File: config.mk
export PLATFORM = sky130hd
export DESIGN_NAME = opfetch_bank_ctl
export DESIGN_NICKNAME = d
export VERILOG_FILES = /design/src/rtl/obk_pkg.sv /design/src/rtl/obk_decode.sv /design/src/rtl/obk_bank_regs.sv /design/src/rtl/obk_oneshot.sv /design/src/rtl/opfetch_bank_ctl.sv
export SDC_FILE = /design/constraint.sdc
export NUM_CORES = 1
export LEC_CHECK = 0
export BUFFER_PORTS_ARGS = -buffer_cell sky130_fd_sc_hd__clkbuf_2
export CAP_MARGIN = 20
export CORE_MARGIN = 1
export CORE_UTILIZATION = 40
export DETAILED_ROUTE_END_ITERATION = 10
export PLACE_DENSITY = 0.81
export SLEW_MARGIN = 20
export SYNTH_ARGS = -nofsm -noshare
export SYNTH_HDL_FRONTEND = slang
export SYNTH_HIERARCHICAL = 1
export SYNTH_SLANG_ARGS = --single-unit
File: constraint.sdc
create_clock -name clk -period 3.2 [get_ports clk]
set_input_delay 0 -clock clk [delete_from_list [all_inputs] [get_ports clk]]
set_output_delay 0 -clock clk [all_outputs]
set_load 0.005 [all_outputs]
File: src/rtl/obk_pkg.sv
package obk_pkg;

    // Command opcodes (no-ops on the CPU)
    localparam logic [7:0] OPC_STAGE  = 8'h80;   // two-byte, operand = bank
    localparam logic [7:0] OPC_COMMIT = 8'h1A;   // staged -> live
    localparam logic [7:0] OPC_ONCE   = 8'h3A;   // redirect next write

    typedef enum logic [1:0] {
        CMD_NONE   = 2'd0,
        CMD_STAGE  = 2'd1,
        CMD_COMMIT = 2'd2,
        CMD_ONCE   = 2'd3
    } cmd_e;

    typedef struct packed {
        cmd_e cmd;       // opcode decoded this cycle
        logic capture;   // this cycle is a valid operand cycle
    } dec_t;

    function automatic cmd_e classify(input logic fetch, input logic [7:0] byte_in);
        cmd_e c;
        c = CMD_NONE;
        if (fetch) begin
            case (byte_in)
                OPC_STAGE:  c = CMD_STAGE;
                OPC_COMMIT: c = CMD_COMMIT;
                OPC_ONCE:   c = CMD_ONCE;
                default:    c = CMD_NONE;
            endcase
        end
        return c;
    endfunction

endpackage

File: src/rtl/obk_decode.sv
module obk_decode
    import obk_pkg::*;
(
    input  logic       clk,
    input  logic       rst,
    input  logic       fetch_i,
    input  logic [7:0] data_i,
    output dec_t       dec_o
);
    logic operand_due;

    // A $80 fetch makes the following cycle its operand cycle
    always_ff @(posedge clk) begin
        if (rst) operand_due <= 1'b0;
        else     operand_due <= (classify(fetch_i, data_i) == CMD_STAGE);
    end

    always_comb begin
        dec_o.cmd     = classify(fetch_i, data_i);
        // a fetch in the operand slot cancels the capture
        dec_o.capture = operand_due && !fetch_i;
    end
endmodule

File: src/rtl/obk_bank_regs.sv
module obk_bank_regs
    import obk_pkg::*;
#(
    parameter int BANK_W = 8
) (
    input  logic              clk,
    input  logic              rst,
    input  dec_t              dec_i,
    input  logic [7:0]        data_i,
    output logic [BANK_W-1:0] staged_o,
    output logic [BANK_W-1:0] live_o
);
    logic [BANK_W-1:0] staged_q, live_q;

    always_ff @(posedge clk) begin
        if (rst) begin
            staged_q <= '0;
            live_q   <= '0;
        end else begin
            if (dec_i.capture)
                staged_q <= data_i[BANK_W-1:0];
            if (dec_i.cmd == CMD_COMMIT)
                live_q <= staged_q;
        end
    end

    assign staged_o = staged_q;
    assign live_o   = live_q;
endmodule

File: src/rtl/obk_oneshot.sv
module obk_oneshot
    import obk_pkg::*;
(
    input  logic clk,
    input  logic rst,
    input  dec_t dec_i,
    input  logic rw_i,
    output logic armed_o
);
    logic armed_q;

    always_ff @(posedge clk) begin
        if (rst)
            armed_q <= 1'b0;
        else if (dec_i.cmd == CMD_ONCE)
            armed_q <= 1'b1;
        else if (armed_q && !rw_i)
            armed_q <= 1'b0;   // the redirected write has been used
    end

    assign armed_o = armed_q;
endmodule

File: src/rtl/opfetch_bank_ctl.sv
module opfetch_bank_ctl
    import obk_pkg::*;
#(
    parameter int BANK_W = 8,
    parameter int ADDR_W = 16
) (
    input  logic                     clk,
    input  logic                     rst,
    input  logic                     fetch_i,
    input  logic                     rw_i,
    input  logic [ADDR_W-1:0]        addr_i,
    input  logic [7:0]               data_i,
    output logic [BANK_W-1:0]        bank_o,
    output logic [BANK_W-1:0]        live_bank_o,
    output logic [BANK_W+ADDR_W-1:0] mem_addr_o
);
    localparam int EXT_W = BANK_W + ADDR_W;

    dec_t              dec;
    logic [BANK_W-1:0] staged, live;
    logic              armed;

    obk_decode u_dec (
        .clk(clk), .rst(rst), .fetch_i(fetch_i), .data_i(data_i), .dec_o(dec)
    );

    obk_bank_regs #(.BANK_W(BANK_W)) u_regs (
        .clk(clk), .rst(rst), .dec_i(dec), .data_i(data_i),
        .staged_o(staged), .live_o(live)
    );

    obk_oneshot u_once (
        .clk(clk), .rst(rst), .dec_i(dec), .rw_i(rw_i), .armed_o(armed)
    );

    always_comb begin
        bank_o      = (armed && !rw_i) ? staged : live;
        live_bank_o = live;
    end

    assign mem_addr_o = EXT_W'({bank_o, addr_i});
endmodule

==> Word level (Yosys, flattened, before mapping) <==
Index checks and enable logic that the tools add are counted.
{ "totals": {"out_inout_bits": 40, "ff_bits": 18, "wordCells": 21, "inputBits": 28} }
{ "classes": {"n_reduce_logical": 5, "eq_ne": 6, "muxes": 6} }
{ "op_table": {"columns": ["operator", "n"], "rows": [
  ["8-bit by 5-bit == test with 1-bit output (second input constant)", 1],
  ["8-bit by 6-bit == test with 1-bit output (second input constant)", 1],
  ["8-bit == test (second input constant)", 1],
  ["8-bit 2-to-1 mux", 1],
  ["2-bit one-hot mux with 3 select lines", 1],
  ["2-bit == test (second input constant)", 2],
  ["2-bit 2-to-1 mux", 2],
  ["2-bit by 1-bit == test with 1-bit output (second input constant)", 1],
  ["1-bit logical AND", 2],
  ["1-bit zero test", 2],
  ["1-bit 2-to-1 mux", 2],
  ["2-bit nonzero test", 1]
]} }

==> Longest topological paths before layout <==
Gate-level depths: netlist (run 1).
{ "depth": {"word_depth": 5, "mapped_depth": 5, "depth_no_buf": 5} }

==> Cells and area by module <==
The synthesis (run 1) kept the hierarchy.
{ "by_module_without_submodules": {"columns": ["module", "seq_area_each_um2", "area_each_um2", "instances", "cells_each"], "rows": [
  ["obk_bank_regs", 320.3, 645.6, 1, 60],
  ["opfetch_bank_ctl", 0.0, 325.3, 1, 34],
  ["obk_decode", 20.0, 90.1, 1, 11],
  ["obk_oneshot", 20.0, 31.3, 1, 3]
]} }

==> Worst setup path before layout (run 1) <==
OpenSTA, ideal clock, no wires.
{ "synth_timing": {"path_kind": "input-to-reg", "from": "input data_i[0]", "to": "register u_regs.live_q[0], in the netlist u_regs/live_o[0]", "setup_slack_ns": 1.834, "cell_stages": 4, "required_time_ns": 3.082, "arrival_ns": 1.247, "n_path_buf": 0, "setup_ns": 0.118, "cell_sequence": "or4b_4 nor2_1 and2b_4 o21ai_1"} }
{ "synth_lines": {"columns": ["item", "line", "source"], "rows": [
  ["start, declared", "opfetch_bank_ctl.sv:12", "input logic [7:0] data_i,"],
  ["end signal, assigned", "obk_bank_regs.sv:23", "live_q <= staged_q;"],
  ["end, declared", "obk_bank_regs.sv:13", "logic [BANK_W-1:0] staged_q, live_q;"]
]} }

==> results of run 1 <==
-- Yosys cell counts --
| library cell | number | area share |
|---|---|---|
| mux2i_1 | 8 | 0.073 |
| nand2b_4 | 1 | 0.013 |
| nand3b_1 | 1 | 0.0069 |
| inv_1 | 1 | 0.0034 |
| a22oi_1 | 1 | 0.0069 |
| mux2_4 | 8 | 0.11 |
| or2_2 | 1 | 0.0057 |
| a21oi_1 | 1 | 0.0046 |
| nor2b_1 | 1 | 0.0057 |
| or4b_4 | 1 | 0.013 |
| o21ai_2 | 2 | 0.016 |
| buf_4 | 25 | 0.17 |
| nor2_1 | 10 | 0.034 |
| nand2b_1 | 8 | 0.046 |
| nand4b_1 | 1 | 0.0080 |
| dfxtp_1 | 18 | 0.33 |
| nand4bb_1 | 8 | 0.082 |
| nor3_1 | 1 | 0.0046 |
| buf_6 | 1 | 0.010 |
| buf_2 | 2 | 0.0092 |
| nor3_2 | 1 | 0.0092 |
| o21ai_1 | 6 | 0.027 |
| and2b_4 | 1 | 0.0092 |
-- power by group through the flow --
stage / logic [mW] / clock network, mW / registers [mW]
5_1_grt: 0.0283 / 0.117 / 0.224
3_3_place_gp: 0.0190 / 0 / 0.229
3_5_place_dp: 0.0197 / 0 / 0.229
6_report: 0.0265 / 0.105 / 0.224
4_1_cts: 0.0262 / 0.109 / 0.224
2_1_floorplan: 0.0255 / 0 / 0.229
-- what timing repair did --
item,4_1_cts,5_1_grt
hold buffers,7,0
gates resized for setup,0,0
setup buffers,0,0
endpoints found under the hold margin,7,0
-- through the flow --
step | area, um^2 | hold slack, ns | std cells | power, mW | setup slack (ns)
after floorplan | 1092 | 0.06972 | 108 | 0.2546 | 1.834
after global placement | 1096 | 0.00003458 | 145 | 0.2481 | 1.632
after detailed placement | 1096 | 0.00003458 | 145 | 0.2488 | 1.564
after CTS | 1189 | 0.00003458 | 155 | 0.3587 | 1.322
after global routing | 1189 | 0.00001619 | 155 | 0.3693 | 1.203
final | 1189 | 0.000002264 | 155 | 0.3556 | 1.293
-- area by class of cell --
type | instances | area share
Timing Repair Buffer | 42 | 0.2063
Multi-Input combinational cell | 61 | 0.4368
Clock buffer | 3 | 0.01895
Tap cell | 30 | 0.03158
Inverter | 1 | 0.003158
Sequential cell | 18 | 0.3032
-- logic make-up after synthesis --
group / Yosys count / share of synthesized area
compound gates: 10 / 0.05499
buf+inv: 29 / 0.1947
mux: 16 / 0.1833
flops: 18 / 0.3299
simple gates: 35 / 0.2371
-- sequential cells by signal (all words and copies together) (netlist names) --
| signal | flops |
|---|---|
| u_regs/live_o | 8 |
| u_regs/staged_o | 8 |
| u_dec/operand_due | 1 |
| u_once/armed_o | 1 |
-- critical path, cell delays in order --
cell,delay (ns)
dlygate4sd3_1,0.53
clkbuf_2,0.11
or4b_4,0.55
nor2_1,0.49
and2b_4,0.31
o21ai_1,0.09
-- how the worst max path moves through the flow --
stage	from	end	slack, ns	depth (start not counted)
finish	data_i[0]	u_regs/live_o[6]	1.29	6
global route	data_i[0]	u_regs/live_o[6]	1.20	6
CTS	data_i[0]	u_regs/live_o[6]	1.32	6
detailed placement	data_i[0]	u_regs/live_o[6]	1.56	5
global placement	data_i[0]	u_regs/live_o[3]	1.63	5
floorplan	data_i[0]	u_regs/live_o[0]	1.83	4
-- per-layer routing --
metal	vias up	routed length [um]	part of all wire	GRT usage
met1	349	894	0.45	0.1765
met5	-	0	0	0
met3	2	125	0.064	0.02500
met4	0	8	0.0041	0.07692
li1	382	-	-	-
met2	28	940	0.48	0.2317
==> metrics, run 1 <==
Syn Inst Count 108; Initial DRT Pass Iterations 4; area delta synth->final 8.820%; Comb power frac 0.074; worst r2r path cells 3; antenna viol nets, final 0; Leakage 0.5133 nW; crit path DAT 2.08 ns; clock power share 0.296; worst hold start addr_i[2]; number of CTS-inserted buffers 3; filler cell count 241; DRC 0; row count 18; Synth Net Count 136; number of DRC markers in iteration 0 5; I/O pin count 68; PwrDens 299.2 nW/um^2; Sw Pwr 0.07239 mW; min cycle time layout 1.907 ns; clk sinks 18; FF-to-FF End u_regs/staged_o[1]; worst hold endpoint mem_addr_o[2]; vias in the first global route 693; Ant. Diodes 0; # setup viols final 0; Peak Freq 524.3 MHz; RePlAce Congestion 0.7542; final WL 1.968 mm; deepest clock path buffer count 2; Slew Limit Fails 0; hold path depth 0; Slew @ Worst Pin 0.8315 ns; synthesized area per cell 10.11 um^2; first-pass GRT wire length 3.008 mm; worst skew pair latency 0.28 ns; Die X 54.26 um; most frequent cells in the layout clkbuf_2, dfxtp_1, nor2_1; Vias 761; # nets final 155; internal power 0.2832 mW; core area 2522 um^2; CP Launch Type input port; DR vias/cell 4.910; CTS tree done; critical path class input port to flip-flop; worst ir drop on vdd 0.0002267 V; routed len/inst 12.70 um; CP Capture Type flip-flop; peak fanout along the critical path 10; setup_tns 0 ns; initial antenna violation count 0; Die Area 2944 um^2; RSZ-0062 raised after global routing no; Reg power frac 0.630; worst min-delay path class input port to primary output; r2r setup slk 1.78 ns; commonest non-fill, non-tap cell in the layout clkbuf_2; Remaining Overflow, GRT 0; Max Cap Viol 0; area of the multi-input gates 519.2 um^2; register area 360.3 um^2; Data required, critical path 3.38 ns; Die Height 54.26 um; Final Cycle Share 0.5961; outcome finished clean; Unique masters post-synth 23; Starting Density 0.4330; Total GRT Usage 0.1423; Hold Vio Cnt, Final 0; H-tree depth 1; synthesized area 1092 um^2; final core occ 0.4712; dpl hpwl 1.475 mm; register area share after synthesis 0.3299; Port Buffers 35; clk_skew 0.002708 ns; Switching Share 0.2036; relative slew slack 0.4445; RR Startpoint u_dec/operand_due; largest net degree at the start of global routing 27; clock root cell clkbuf_4; synthesis warning total 6; share of post-route cells with drive strength above 1 0.4240; clk slew on worst S/H paths 0.09 ns; Synth Register Bits 18
Note: power is estimated with default switching activity, not from simulation.
==> run 2, diff against run 1 <==
- ABC_AREA: not set -> 1
- CORE_UTILIZATION: 40 -> 39
- clock period: 3.2 -> 1.6 ns (I/O delays scaled with it)
==> metrics, run 2 <==
Slew Limit Fails 0 (unchanged); Total GRT Usage 0.1506 (+0.008353); CTS tree done; register area share after synthesis 0.3165 (-0.01341); Layout Cells excl Fill 229 (+48%); count leader, synth nor2_1; core area 2758 um^2 (+9.3%); Crit path buffers/inverters 1 (-1); Die X 56.03 um (+3.3%); setup_tns 0 ns (unchanged); H-tree depth 1 (unchanged); clk sinks 18 (unchanged); Unique masters post-synth 15 (-35%); worst min-delay path class input port to primary output; critical path's slowest cell dfxtp_1; Vias 1014 (+33%); Slew @ Worst Pin 0.3868 ns (-0.4447 ns); Final Cycle Share 0.8780; # nets final 227 (+46%); clock root cell clkbuf_4; CTS resizes 0 (unchanged); clk slew on worst S/H paths 0.09 ns (about the same); number of CTS-inserted buffers 3 (unchanged); r2r setup slk 0.20 ns (-1.58 ns); first-pass GRT wire length 3.939 mm (+31%); dpl cells 217 (+50%); Synth Register Bits 18 (unchanged); FF-to-FF End u_once/armed_o; deepest clock path buffer count 2 (unchanged); Die Height 56.03 um (+3.3%); largest net degree at the start of global routing 17 (-37%); final WL 2.190 mm (+11%); Post-synth EDFFs 0 (unchanged); share of post-route cells with drive strength above 1 0.2525 (-0.1715); CP Launch Type flip-flop; PwrDens 626.7 nW/um^2 (+110%); RePlAce Congestion 0.7800 (+3.4%); Post-synth ARST share 0 (unchanged); crit path launch u_once/armed_o; DR vias/cell 4.428 (-9.8%); Tot Pwr 0.7936 mW (+120%); setup bufs post-CTS 0 (unchanged); Synth Net Count 205 (+51%); peak fanout along the critical path 10 (unchanged); Data required, critical path 1.83 ns (-1.55 ns); number of DRC markers in iteration 0 39 (+34); row count 19 (+1); Ant. Diodes 0 (unchanged); Yosys top cell area share 0.3165 (-0.01341); crit path cell chain nand2_1 -> a21oi_2 -> dlygate4sd3_1; crit path DAT 1.63 ns (-0.45 ns); synthesis warning total 6 (unchanged); Hold Vio Cnt, Final 0 (unchanged); RSZ-0062 raised after global routing no; critical path's top delay family flip-flops; worst hold start addr_i[8]; Remaining Overflow, GRT 0 (unchanged); vias in the first global route 958 (+38%); most common library cells after synthesis nor2_1, nand2_1, buf_4, inv_1, dfxtp_1; worst ir drop on vdd 0.0002936 V (+30%); Leakage 0.6680 nW (+30%); synthesized area per cell 6.433 um^2 (-36%); relative slew slack 0.7418 (+0.2973); synthesized area 1139 um^2 (+4.2%); commonest non-fill, non-tap cell in the layout nor2_1; Peak Freq 711.8 MHz; Starting Density 0.4129 (-0.02015); clk_skew 0.005240 ns (+0.002532 ns); hold path depth 0 (unchanged); Syn Inst Count 177 (+64%); Initial DRT Pass Iterations 4 (unchanged); dpl hpwl 1.643 mm (+11%); worst r2r path cells 3 (unchanged); Area contributors post-synth dfxtp_1, buf_4, nor2_1; area leader, netlist dfxtp_1; CP Capture Type flip-flop; critical path class flip-flop to flip-flop; RR Startpoint u_once/armed_o; area of the multi-input gates 478.0 um^2 (-8.0%); register area 360.3 um^2 (unchanged); antenna viol nets, final 0 (unchanged); I/O pin count 68 (unchanged); outcome finished clean; area delta synth->final 11.21%; predominant post-synthesis flop cell dfxtp_1; most frequent cells in the layout nor2_1, nand2_1, clkbuf_2; worst hold endpoint mem_addr_o[8]; DRC 0 (unchanged); initial antenna violation count 0 (unchanged); Port Buffers 35 (unchanged); slowest stage delay, CP 0.56 ns (about the same); # setup viols final 0 (unchanged); final core occ 0.4592 (-0.01206); worst skew pair latency 0.28 ns (about the same); min cycle time layout 1.405 ns; routed len/inst 9.563 um (-25%); filler cell count 311 (+29%); Max Cap Viol 0 (unchanged); Die Area 3139 um^2 (+6.6%)
[run 2: cell count changes in the layout (fill, tap and decap cells not counted), moves of 3 or more]
| cell | before | now |
|---|---|---|
| mux2i_1 | 8 | 0 |
| nand3_1 | 0 | 17 |
| nand2_1 | 0 | 37 |
| o21ai_1 | 6 | 0 |
| nand4bb_1 | 8 | 0 |
| nand2b_1 | 8 | 0 |
| inv_1 | 1 | 20 |
| nor2_1 | 10 | 39 |
| mux2_4 | 8 | 0 |
| o21ai_0 | 0 | 8 |
| inv_2 | 0 | 3 |
[run 2: final cells by class]
type | count | area share
clock buffers | 4 | 0.02866
multi-input cells | 108 | 0.3775
repair buffers | 44 | 0.2075
well taps | 31 | 0.03063
flip-flops and latches | 18 | 0.2846
inverters | 24 | 0.07115
[run 2: cells by family (layout without fill, tap and decap cells)]
kind of cell | after synthesis | after routing | share of synthesized area
flops | 18 | 18 | 0.3165
compound gates | 10 | 10 | 0.05055
buf+inv | 51 | 72 | 0.2637
simple gates | 98 | 98 | 0.3692
[run 2: through the flow]
| stage | setup slack, ns | cell area (um^2) | hold slack [ns] |
|---|---|---|---|
| 2_1_floorplan | 0.6008 | 1139 | 0.06244 |
| 3_3_place_gp | 0.5194 | 1150 | 0.00003458 |
| 3_5_place_dp | 0.4909 | 1150 | 0.00003458 |
| 4_1_cts | 0.1843 | 1266 | 0.00003458 |
| 5_1_grt | 0.1026 | 1266 | 0.000009512 |
| 6_report | 0.1952 | 1266 | 0.000002258 |
[run 2: worst max-delay path by stage]
stage,endpoint,slack [ns],cells after the start
after floorplan,u_regs/staged_o[5],0.60,5
after global placement,u_regs/live_o[0],0.52,10
after detailed placement,u_regs/live_o[7],0.49,10
after CTS,u_once/armed_o,0.18,3
after global routing,u_once/armed_o,0.10,3
final,u_once/armed_o,0.20,3
[run 2: per-layer routing]
layer	wire, um	vias to the layer above	GRT usage	part of all wire
met5	0	-	0	0
met4	0	0	0.03484	0
met3	143	0	0.02791	0.065
met2	976	39	0.2466	0.45
met1	1070	423	0.2052	0.49
li1	-	552	-	-
[run 2: repair_timing]
action                     in CTS  in global routing
hold buffers                    8                  0
hold endpoints to repair        7                  0
setup endpoints to repair       0                  0
[run 2: power by group]
part	internal [mW]	switching (mW)
Clock	0.138	0.132
Combinational	0.0339	0.0398
Sequential	0.449	0.000826
